[src/rtl/fcs_win_pkg.sv]
package fcs_win_pkg;

  localparam int UNIT_W = 8;
  localparam int CFG_AW = 8;
  localparam int CFG_DW = 32;
  localparam logic [CFG_AW-1:0] SEG_BASE_OFS = 8'h30;

  typedef struct packed {
    logic [UNIT_W-1:0] end_u;
    logic [UNIT_W-1:0] start_u;
  } seg_t;

  function automatic logic [CFG_AW-1:0] seg_offset(input int idx);
    return SEG_BASE_OFS + CFG_AW'(4 * idx);
  endfunction

endpackage

[src/rtl/fcs_seg_regs.sv]
module fcs_seg_regs
  import fcs_win_pkg::*;
#(
  parameter int NUM_CS = 3
) (
  input  logic                       clk,
  input  logic                       rst_n,
  input  logic                       cfg_we,
  input  logic [CFG_AW-1:0]          cfg_addr,
  input  logic [CFG_DW-1:0]          cfg_wdata,
  output logic [CFG_DW-1:0]          cfg_rdata,
  output seg_t [NUM_CS-1:0]          segs
);

  localparam int LOW_W = CFG_DW - 2 * UNIT_W;

  for (genvar g = 0; g < NUM_CS; g++) begin : g_seg
    logic wr_en;
    seg_t seg_d;
    seg_t seg_q;

    always_comb begin
      wr_en         = cfg_we && (cfg_addr == seg_offset(g));
      seg_d.end_u   = cfg_wdata[CFG_DW-1 -: UNIT_W];
      seg_d.start_u = cfg_wdata[CFG_DW-1-UNIT_W -: UNIT_W];
    end

    always_ff @(posedge clk or negedge rst_n) begin
      if (!rst_n) begin
        seg_q <= '0;
      end else if (wr_en) begin
        seg_q <= seg_d;
      end
    end

    assign segs[g] = seg_q;
  end

  always_comb begin
    cfg_rdata = '0;
    for (int i = 0; i < NUM_CS; i++) begin
      if (cfg_addr == seg_offset(i)) begin
        cfg_rdata = {segs[i].end_u, segs[i].start_u, {LOW_W{1'b0}}};
      end
    end
  end

endmodule

[src/rtl/fcs_win_match.sv]
module fcs_win_match
  import fcs_win_pkg::*;
#(
  parameter int ADDR_W      = 32,
  parameter int UNIT_SHIFT  = 23,
  parameter int REGION_LO_U = 0,
  parameter int REGION_HI_U = 32
) (
  input  seg_t              seg,
  input  logic [ADDR_W-1:0] acc_addr,
  output logic              hit,
  output logic [ADDR_W-1:0] offset
);

  localparam int UA_W = ADDR_W - UNIT_SHIFT;
  localparam logic [UA_W-1:0] LO_U = UA_W'(REGION_LO_U);
  localparam logic [UA_W-1:0] HI_U = UA_W'(REGION_HI_U);

  logic [UA_W-1:0] ua;
  logic [UA_W-1:0] start_x;
  logic [UA_W-1:0] end_x;
  logic [UA_W-1:0] end_eff;
  logic            win_open;
  logic            in_win;
  logic            in_region;

  always_comb begin
    ua        = acc_addr[ADDR_W-1:UNIT_SHIFT];
    start_x   = UA_W'(seg.start_u);
    end_x     = UA_W'(seg.end_u);
    end_eff   = (end_x > HI_U) ? HI_U : end_x;
    win_open  = seg.start_u < seg.end_u;
    in_win    = (ua >= start_x) && (ua < end_eff);
    in_region = (ua >= LO_U) && (ua < HI_U);
    hit       = win_open && in_win && in_region;
    offset    = acc_addr - (ADDR_W'(seg.start_u) << UNIT_SHIFT);
  end

endmodule

[src/rtl/fcs_win_arb.sv]
module fcs_win_arb #(
  parameter int NUM_CS = 3,
  parameter int ADDR_W = 32
) (
  input  logic [NUM_CS-1:0]        hits,
  input  logic [NUM_CS*ADDR_W-1:0] offs,
  output logic [NUM_CS-1:0]        sel,
  output logic [ADDR_W-1:0]        offset,
  output logic                     any_hit
);

  always_comb begin
    sel     = '0;
    offset  = '0;
    any_hit = |hits;
    for (int i = NUM_CS - 1; i >= 0; i--) begin
      if (hits[i]) begin
        sel    = '0;
        sel[i] = 1'b1;
        offset = offs[i*ADDR_W +: ADDR_W];
      end
    end
  end

endmodule

[src/rtl/fcs_window_decoder.sv]
module fcs_window_decoder
  import fcs_win_pkg::*;
#(
  parameter int NUM_CS      = 3,
  parameter int ADDR_W      = 32,
  parameter int UNIT_SHIFT  = 23,
  parameter int REGION_LO_U = 0,
  parameter int REGION_HI_U = 32
) (
  input  logic              clk,
  input  logic              rst_n,
  input  logic              cfg_we,
  input  logic [7:0]        cfg_addr,
  input  logic [31:0]       cfg_wdata,
  output logic [31:0]       cfg_rdata,
  input  logic              acc_valid,
  input  logic [ADDR_W-1:0] acc_addr,
  output logic              hit_valid,
  output logic [NUM_CS-1:0] hit_sel,
  output logic [ADDR_W-1:0] hit_offset,
  output logic              miss_err
);

  seg_t [NUM_CS-1:0]        segs;
  logic [NUM_CS-1:0]        hits;
  logic [NUM_CS*ADDR_W-1:0] offs;
  logic [NUM_CS-1:0]        pick_sel;
  logic [ADDR_W-1:0]        pick_off;
  logic                     any_hit;

  logic              valid_d;
  logic [NUM_CS-1:0] sel_d;
  logic [ADDR_W-1:0] off_d;
  logic              err_d;
  logic              out_en;

  fcs_seg_regs #(.NUM_CS(NUM_CS)) u_regs (
    .clk       (clk),
    .rst_n     (rst_n),
    .cfg_we    (cfg_we),
    .cfg_addr  (cfg_addr),
    .cfg_wdata (cfg_wdata),
    .cfg_rdata (cfg_rdata),
    .segs      (segs)
  );

  for (genvar g = 0; g < NUM_CS; g++) begin : g_match
    fcs_win_match #(
      .ADDR_W      (ADDR_W),
      .UNIT_SHIFT  (UNIT_SHIFT),
      .REGION_LO_U (REGION_LO_U),
      .REGION_HI_U (REGION_HI_U)
    ) u_match (
      .seg      (segs[g]),
      .acc_addr (acc_addr),
      .hit      (hits[g]),
      .offset   (offs[g*ADDR_W +: ADDR_W])
    );
  end

  fcs_win_arb #(.NUM_CS(NUM_CS), .ADDR_W(ADDR_W)) u_arb (
    .hits    (hits),
    .offs    (offs),
    .sel     (pick_sel),
    .offset  (pick_off),
    .any_hit (any_hit)
  );

  always_comb begin
    out_en  = acc_valid || hit_valid;
    valid_d = acc_valid;
    sel_d   = acc_valid ? pick_sel : '0;
    off_d   = (acc_valid && any_hit) ? pick_off : '0;
    err_d   = acc_valid && !any_hit;
  end

  always_ff @(posedge clk or negedge rst_n) begin
    if (!rst_n) begin
      hit_valid  <= 1'b0;
      hit_sel    <= '0;
      hit_offset <= '0;
      miss_err   <= 1'b0;
    end else if (out_en) begin
      hit_valid  <= valid_d;
      hit_sel    <= sel_d;
      hit_offset <= off_d;
      miss_err   <= err_d;
    end
  end

endmodule

[config.mk]
export PLATFORM = sky130hd
export DESIGN_NAME = fcs_window_decoder
export DESIGN_NICKNAME = d
export VERILOG_FILES = /design/src/rtl/fcs_win_pkg.sv /design/src/rtl/fcs_seg_regs.sv /design/src/rtl/fcs_win_match.sv /design/src/rtl/fcs_win_arb.sv /design/src/rtl/fcs_window_decoder.sv
export SDC_FILE = /design/constraint.sdc
export NUM_CORES = 1
export LEC_CHECK = 0
export ABC_AREA = 0
export BUFFER_PORTS_ARGS = -buffer_cell sky130_fd_sc_hd__buf_2
export CORE_MARGIN = 4
export CORE_UTILIZATION = 27
export DETAILED_ROUTE_END_ITERATION = 10
export SYNTH_ARGS = -nofsm -noshare
export SYNTH_HDL_FRONTEND = slang
export SYNTH_SLANG_ARGS = --single-unit
export TNS_END_PERCENT = 100
[constraint.sdc]
create_clock -name clk -period 4 [get_ports clk]
set_clock_uncertainty 0.2 [all_clocks]
set_input_delay 0.4 -clock clk [delete_from_list [all_inputs] [get_ports clk]]
set_output_delay 0.4 -clock clk [all_outputs]
set_load 0.005 [all_outputs]
==> qor.yml, run 1 <==
die_y_um: 156.9
syn_avg_cell_area_um2: 9.441
postRouteAntennaNets: 0
synth_compound_area_share_pct: 17.91
yosys.area.top_type: "dfrtp_1"
ctsHoldBuffers: 0
track_usage_pct: 13.89
synthTopCellsByCount: "dfrtp_1 (85), ha_1 (66), inv_1 (53)"
worstSkewPairLatency_ps: 350
synthMuxAreaShare_pct: 9.072
overflow: 0
routabilityCongestion: 0.8587
slew_headroom_pct: 26.06
syn2layout_area_growth_pct: 18.90
outcome: "finished, final reports clean"
post-route-period-util_pct: 84.85
grt_start_max_net_pins: 86
p_leak_nw: 3.478
critPathMaxStageDelay_ps: 480
finalSetupViolCount: 0
worstPathRequired_ps: 4080
synth_top_family_by_area: "compound AO/OA/AOI/OAI gates"
drcViolationCount: 0
slowest_stage: "o22ai_1"
period_needed_ps: 3394
chipWidth_um: 156.9
wl_um: 17160
dp_hpwl_um: 13320
synth_xor_area_share_pct: 2.195
antenna_found_initial: 2
cp-start-kind: "flip-flop"
yosys.area_share.adder_pct: 14.80
critPathKind: "flip-flop to flip-flop"
nNetsFinal: 888
post_drt_wl_per_cell_um: 16.69
cts_tree: "yes"
dr.pass1.iters: 7
cts_root_buffer: "clkbuf_16"
num_rows: 54
start_util_pct: 27.43
synth_seq_cells: 85
worst_pin_slew_ps: 1109
seq_area_frac_synth_pct: 35.54
core_mm2: 0.02182
htree_levels: 3
dr_total_vias: 5059
post-synth-top-count-cell: "dfrtp_1"
grt_pass1_vias: 5029
tns_ps: 0
detail_route.iter0.violations: 293
port_buffers: 112
final_max_slew_viol_count: 0
dieArea_mm2: 0.02462
clkPwrFrac_pct: 39.9
cp_max_fo: 24
worstPathCellList: "nor3_2 > nand2_1 > ha_1 > o2111ai_1 > a21oi_1 > o31ai_1 > o211ai_1 > o22ai_1 > o21a_4 > a22o_1"
finalHoldViolCount: 0
p_comb_share_pct: 19.6
netlist_instances: 634
switching_power_mw: 0.6698
cts_setup_buffers: 0
end_kind: "flip-flop"
grt_pass1_wl_um: 27020
switching_share_pct: 29.07
p_int_mw: 1.635
hp-class: "primary input to flip-flop"
critPathBufInv: 0
pin_count: 145
cts_buffer_depth: 2
synth_edf_count: 0
layout-drive-gt1-share_pct: 23.53
seq_power_share_pct: 40.5
power.density_mw_per_mm2: 323.8
finalPower_mw: 2.304
cp.arrival_ps: 3480
cts-resized-gates: 0
clk_pin_slew_ps: 70
rsz0062_at_grt: "false"
synthFlopType: "dfrtp_1"
vias_per_cell: 4.921
cts_sinks: 85
drv_cap: 0
synth_top_area_share_pct: 35.54
ir_drop_mv: 0.1837
timing.fmax_mhz: 294.6
synth_simple_gate_area_share_pct: 13.40
syn_area_mm2: 0.005986
synth_area_leaders: "dfrtp_1 (36%), ha_1 (14%), mux2_2 (6.4%)"
ys_warn_count: 0
crit_family: "compound AO/OA/AOI/OAI gates"
yosysUniqueCellTypes: 59
synthArstFlopShare_pct: 100.0
antennaDiodeCount: 0
numCtsBuffers: 9
-- worst reg2reg max path, cell delays in order (launching register included) --
cell       delay (ps)
dfrtp_1           420
nor3_2            400
nand2_1           110
ha_1              280
o2111ai_1         170
a21oi_1            60
o31ai_1           260
o211ai_1          370
o22ai_1           490
o21a_4            380
a22o_1            190
-- area by class of cell --
type	count	area, um^2
clock buffers	9	225.2
well taps	280	350.3
multi-input cells	478	3525
fillers	2272	14710
clock inverters	7	97.59
inverters	53	198.9
flip-flops and latches	85	2127
repair buffers	116	593.1
-- logic make-up (layout without fill, tap and decap cells) --
group / count (synthesis) / after routing
and+or+nand+nor: 163 / 163
buffers and inverters: 91 / 185
AOI/OAI and AO/OA: 159 / 159
adders and majority gates: 69 / 69
xor gates and xnor gates: 15 / 15
DFF: 85 / 85
muxes: 50 / 50
other: 2 / 22
-- power groups by stage --
| stage | registers, mW | clock network [mW] | logic (mW) |
|---|---|---|---|
| after detailed placement | 0.950 | 0 | 0.451 |
| after CTS | 0.934 | 0.950 | 0.454 |
| final | 0.934 | 0.919 | 0.451 |
| after global placement | 0.949 | 0 | 0.445 |
| after floorplan | 0.937 | 0 | 0.310 |
| after global routing | 0.939 | 0.975 | 0.513 |
-- metrics by stage --
step / instance area [um^2] / util (%) / setup WS, ps / hold WS (ps) / std cells
finish: 7117 / 32.61 / 606.1 / 61.08 / 1028
global route: 7117 / 32.61 / 330.0 / 56.10 / 1028
CTS: 7117 / 32.61 / 538.0 / 48.11 / 1028
detailed placement: 6794 / 31.13 / 573.6 / 274.2 / 1012
global placement: 6794 / 31.13 / 650.0 / 249.9 / 1012
floorplan: 6061 / - / 1131 / -95.59 / 654
-- cell usage in the layout, fill, tap and decap left out, types with 10 or more instances in the layout --
cell type | netlist | final
a21oi_1 | 39 | 39
a22o_1 | 23 | 23
buf_2 | 0 | 111
conb_1 | 2 | 22
dfrtp_1 | 85 | 85
ha_1 | 66 | 66
inv_1 | 53 | 53
mux2_2 | 34 | 34
mux2i_1 | 16 | 16
nand2_1 | 45 | 45
nor2_1 | 49 | 48
nor3_1 | 14 | 13
o21ai_0 | 30 | 30
xnor2_1 | 10 | 10
-- state kept, by name, indices dropped and copies added, names as in the netlist --
register / count
u_regs.segs: 48
hit_sel: 3
miss_err: 1
hit_valid: 1
hit_offset: 32
-- per-layer routing --
layer  global-route usage, %  vias up  wire, um
li1                        -     2466         -
met1                   17.84     2454      7419
met5                       0        -        22
met4                   4.132        4       250
met3                   2.365       23       849
met2                   24.00      112      8613
-- worst paths after layout --
kind                                       from         endpoint  slack [ps]  depth (start not counted)
worst min register to register       hit_sel[1]       hit_sel[1]         290                          2
worst min-delay path                acc_addr[2]    hit_offset[2]          60                          2
min in group asynchronous                 rst_n   hit_offset[15]          70                          1
worst max register to register  u_regs.segs[30]   hit_offset[22]         610                         10
max in group asynchronous                 rst_n  u_regs.segs[26]        2840                          1
worst max-delay path            u_regs.segs[30]   hit_offset[22]         610                         10
No activity file was read; power rests on OpenSTA's default activity.
==> run 2, diff against run 1 <==
--- a/config.mk
+++ b/config.mk
@@ -5,7 +5,7 @@
 export SDC_FILE = /design/constraint.sdc
 export NUM_CORES = 1
 export LEC_CHECK = 0
-export ABC_AREA = 0
+export ABC_AREA = 1
 export BUFFER_PORTS_ARGS = -buffer_cell sky130_fd_sc_hd__buf_2
 export CORE_MARGIN = 4
 export CORE_UTILIZATION = 27
==> constraint.sdc (replaced) <==
create_clock -name clk -period 3.13 [get_ports clk]
set_clock_uncertainty 0.2 [all_clocks]
set_input_delay 0.313 -clock clk [delete_from_list [all_inputs] [get_ports clk]]
set_output_delay 0.313 -clock clk [all_outputs]
set_load 0.005 [all_outputs]
==> qor.yml, run 2 <==
r2r-end: "hit_offset[29]"
finalPower_mw: 2.948
syn2layout_area_growth_pct: 25.95
tns_ps: 0
dp_hpwl_um: 15640
cp_max_fo: 7
detail_route.iter0.violations: 457
grt_pass1_vias: 5966
netlist_instances: 910
slew_headroom_pct: 66.51
antennaDiodeCount: 0
timing.fmax_mhz: 345.3
reg2reg_slack_ps: 230
wl_um: 20090
numCtsBuffers: 9
fin_hold_ws_ps: 50.44
critPathKind: "flip-flop to flip-flop"
final_util_pct: 34.49
htree_levels: 3
post_drt_wl_per_cell_um: 14.50
vias_per_cell: 4.519
r2r-start: "u_regs.segs[31]"
design_area_mm2: 0.008071
worstSkewPairLatency_ps: 350
final_common_cell: "nand2_1"
track_usage_pct: 15.15
drcViolationCount: 0
synth_top_area_share_pct: 33.19
yosys.area.top_type: "dfrtp_1"
synthArstFlopShare_pct: 100.0
num_rows: 56
cts_tree: "yes"
whs_path_depth: 3
pin_count: 145
dr.pass1.iters: 5
cp.arrival_ps: 2980
hp-class: "primary input to flip-flop"
mostFrequentLayoutCells: "nand2_1 (326), inv_1 (122), buf_2 (112)"
slowest_stage: "dfrtp_1"
start_util_pct: 27.38
end_kind: "flip-flop"
postRouteAntennaNets: 0
yosysUniqueCellTypes: 37
synthFlopType: "dfrtp_1"
setup_slack_ps: 233.8
critPathMaxStageDelay_ps: 420
dpl_cell_area_mm2: 0.007407
antenna_found_initial: 0
drv_cap: 0
worstHoldStart: "cfg_wdata[16]"
synth_edf_count: 0
post-route-period-util_pct: 92.53
syn_area_mm2: 0.006409
dieArea_mm2: 0.02627
cp-start-kind: "flip-flop"
outcome: "finished, final reports clean"
min_to: "u_regs.segs[32]"
grt_pass1_wl_um: 31790
nNetsFinal: 1207
largest_reg_flops: 48
port_buffers: 112
worstPathCellList: "nor2_4 > nand3_2 > o41ai_2 > buf_4 > nand2_1 > ha_1 > nand2_2 > inv_1 > nand2_1 > nand2_1 > nand2_1 > nand3_2 > nor2_4 > nand3_2 > buf_6 > or2_0 > nand3_1 > nand2_1 > nand2_1"
post-synth-top-count-cell: "nand2_1"
grt_start_max_net_pins: 86
synth_area_leaders: "dfrtp_1 (33%), nand2_1 (19%), ha_1 (13%)"
finalSetupViolCount: 0
worst_pin_slew_ps: 501.7
syn_avg_cell_area_um2: 7.042
chipWidth_um: 162.1
power.density_mw_per_mm2: 365.3
synth_seq_cells: 85
dp_cells: 1342
critPathBufInv: 3
path_common_cell: "nand2_1"
ff2ff_path_depth: 19
overflow: 0
layout-drive-gt1-share_pct: 16.96
ir_drop_mv: 0.2067
die_y_um: 162.1
crit_family: "simple AND/OR/NAND/NOR gates"
cts_buffer_depth: 2
core_mm2: 0.02340
synthTopCellsByCount: "nand2_1 (329), inv_1 (123), dfrtp_1 (85)"
ys_warn_count: 0
period_needed_ps: 2896
instances_no_fill: 1386
worstPathRequired_ps: 3210
pre_cts_slack_ps: 145.6
finalHoldViolCount: 0
cts_sinks: 85
clk_pin_slew_ps: 70
routabilityCongestion: 0.8768
final_max_slew_viol_count: 0
seq_area_frac_synth_pct: 33.19
dr_total_vias: 6264
p_leak_nw: 4.312
cts_root_buffer: "clkbuf_16"
## run 2: changes by cell type after synthesis, moves of 6 or more
cell | previous run | this run
nand2_1 | 45 | 329
inv_1 | 53 | 123
nand3_1 | 8 | 53
mux2_2 | 34 | 0
o21ai_0 | 30 | 57
a22o_1 | 23 | 0
a21oi_1 | 39 | 23
mux2i_1 | 16 | 0
o221ai_1 | 2 | 15
nor3_1 | 14 | 7
o21a_1 | 7 | 0
o31ai_1 | 7 | 0
nor3b_1 | 7 | 1
## run 2: layout make-up
cell class                      instances  area [um^2]
Fill cell                            2521        15330
Multi-Input combinational cell        681         3741
Sequential cell                        85         2127
Timing Repair Buffer                  161         1032
Inverter                              124        465.4
Tap cell                              319        399.1
Clock buffer                            9        225.2
Clock inverter                          7        81.33
## run 2: repair_timing
item / CTS / global route
endpoints found under the hold margin: 109 / 0
gates resized for setup: 0 / 19
endpoints found under the setup margin: 0 / 35
setup buffers: 0 / 2
hold buffers: 25 / 0
## run 2: worst max path at each step
stage	to	slack (ps)	from	cells after the start
finish	hit_offset[29]	230	u_regs.segs[31]	19
global route	hit_offset[29]	-30	u_regs.segs[31]	19
CTS	hit_offset[31]	100	u_regs.segs[14]	14
detailed placement	hit_offset[29]	150	u_regs.segs[30]	20
global placement	hit_offset[29]	130	u_regs.segs[30]	20
floorplan	hit_offset[23]	510	u_regs.segs[30]	18
## run 2: worst register-to-register path, stage by stage, from the launching register on
cell	delay (ps)
dfrtp_1	420
nor2_4	170
nand3_2	90
o41ai_2	270
buf_4	160
nand2_1	50
ha_1	280
nand2_2	70
inv_1	40
nand2_1	50
nand2_1	40
nand2_1	70
nand3_2	80
nor2_4	160
nand3_2	120
buf_6	160
or2_0	210
nand3_1	90
nand2_1	60
nand2_1	50
## run 2: power by group
part / internal (mW) / leakage (nW) / total [mW] / switching [mW]
clock: 0.633 / 0.153 / 1.12 / 0.482
combinational: 0.251 / 2.99 / 0.657 / 0.407
sequential: 1.14 / 1.17 / 1.18 / 0.0390
## run 2: cell families (layout without fill, tap and decap cells)
kind of cell,after synthesis,in the layout,share of synthesized area (%)
xor gates and xnor gates,16,16,2.187
and+or+nand+nor,469,469,30.28
DFF,85,85,33.19
buffers and inverters,164,301,10.95
other,2,22,0.1172
adders and majority gates,69,69,13.82
AOI/OAI and AO/OA,105,105,9.450
## run 2: metal layers
metal	GRT usage (%)	up-vias	part of all wire, %
met5	0	-	0
met4	3.153	0	1.4
met3	2.766	20	6.4
met2	23.67	226	44
met1	21.98	2848	49
li1	-	3170	-
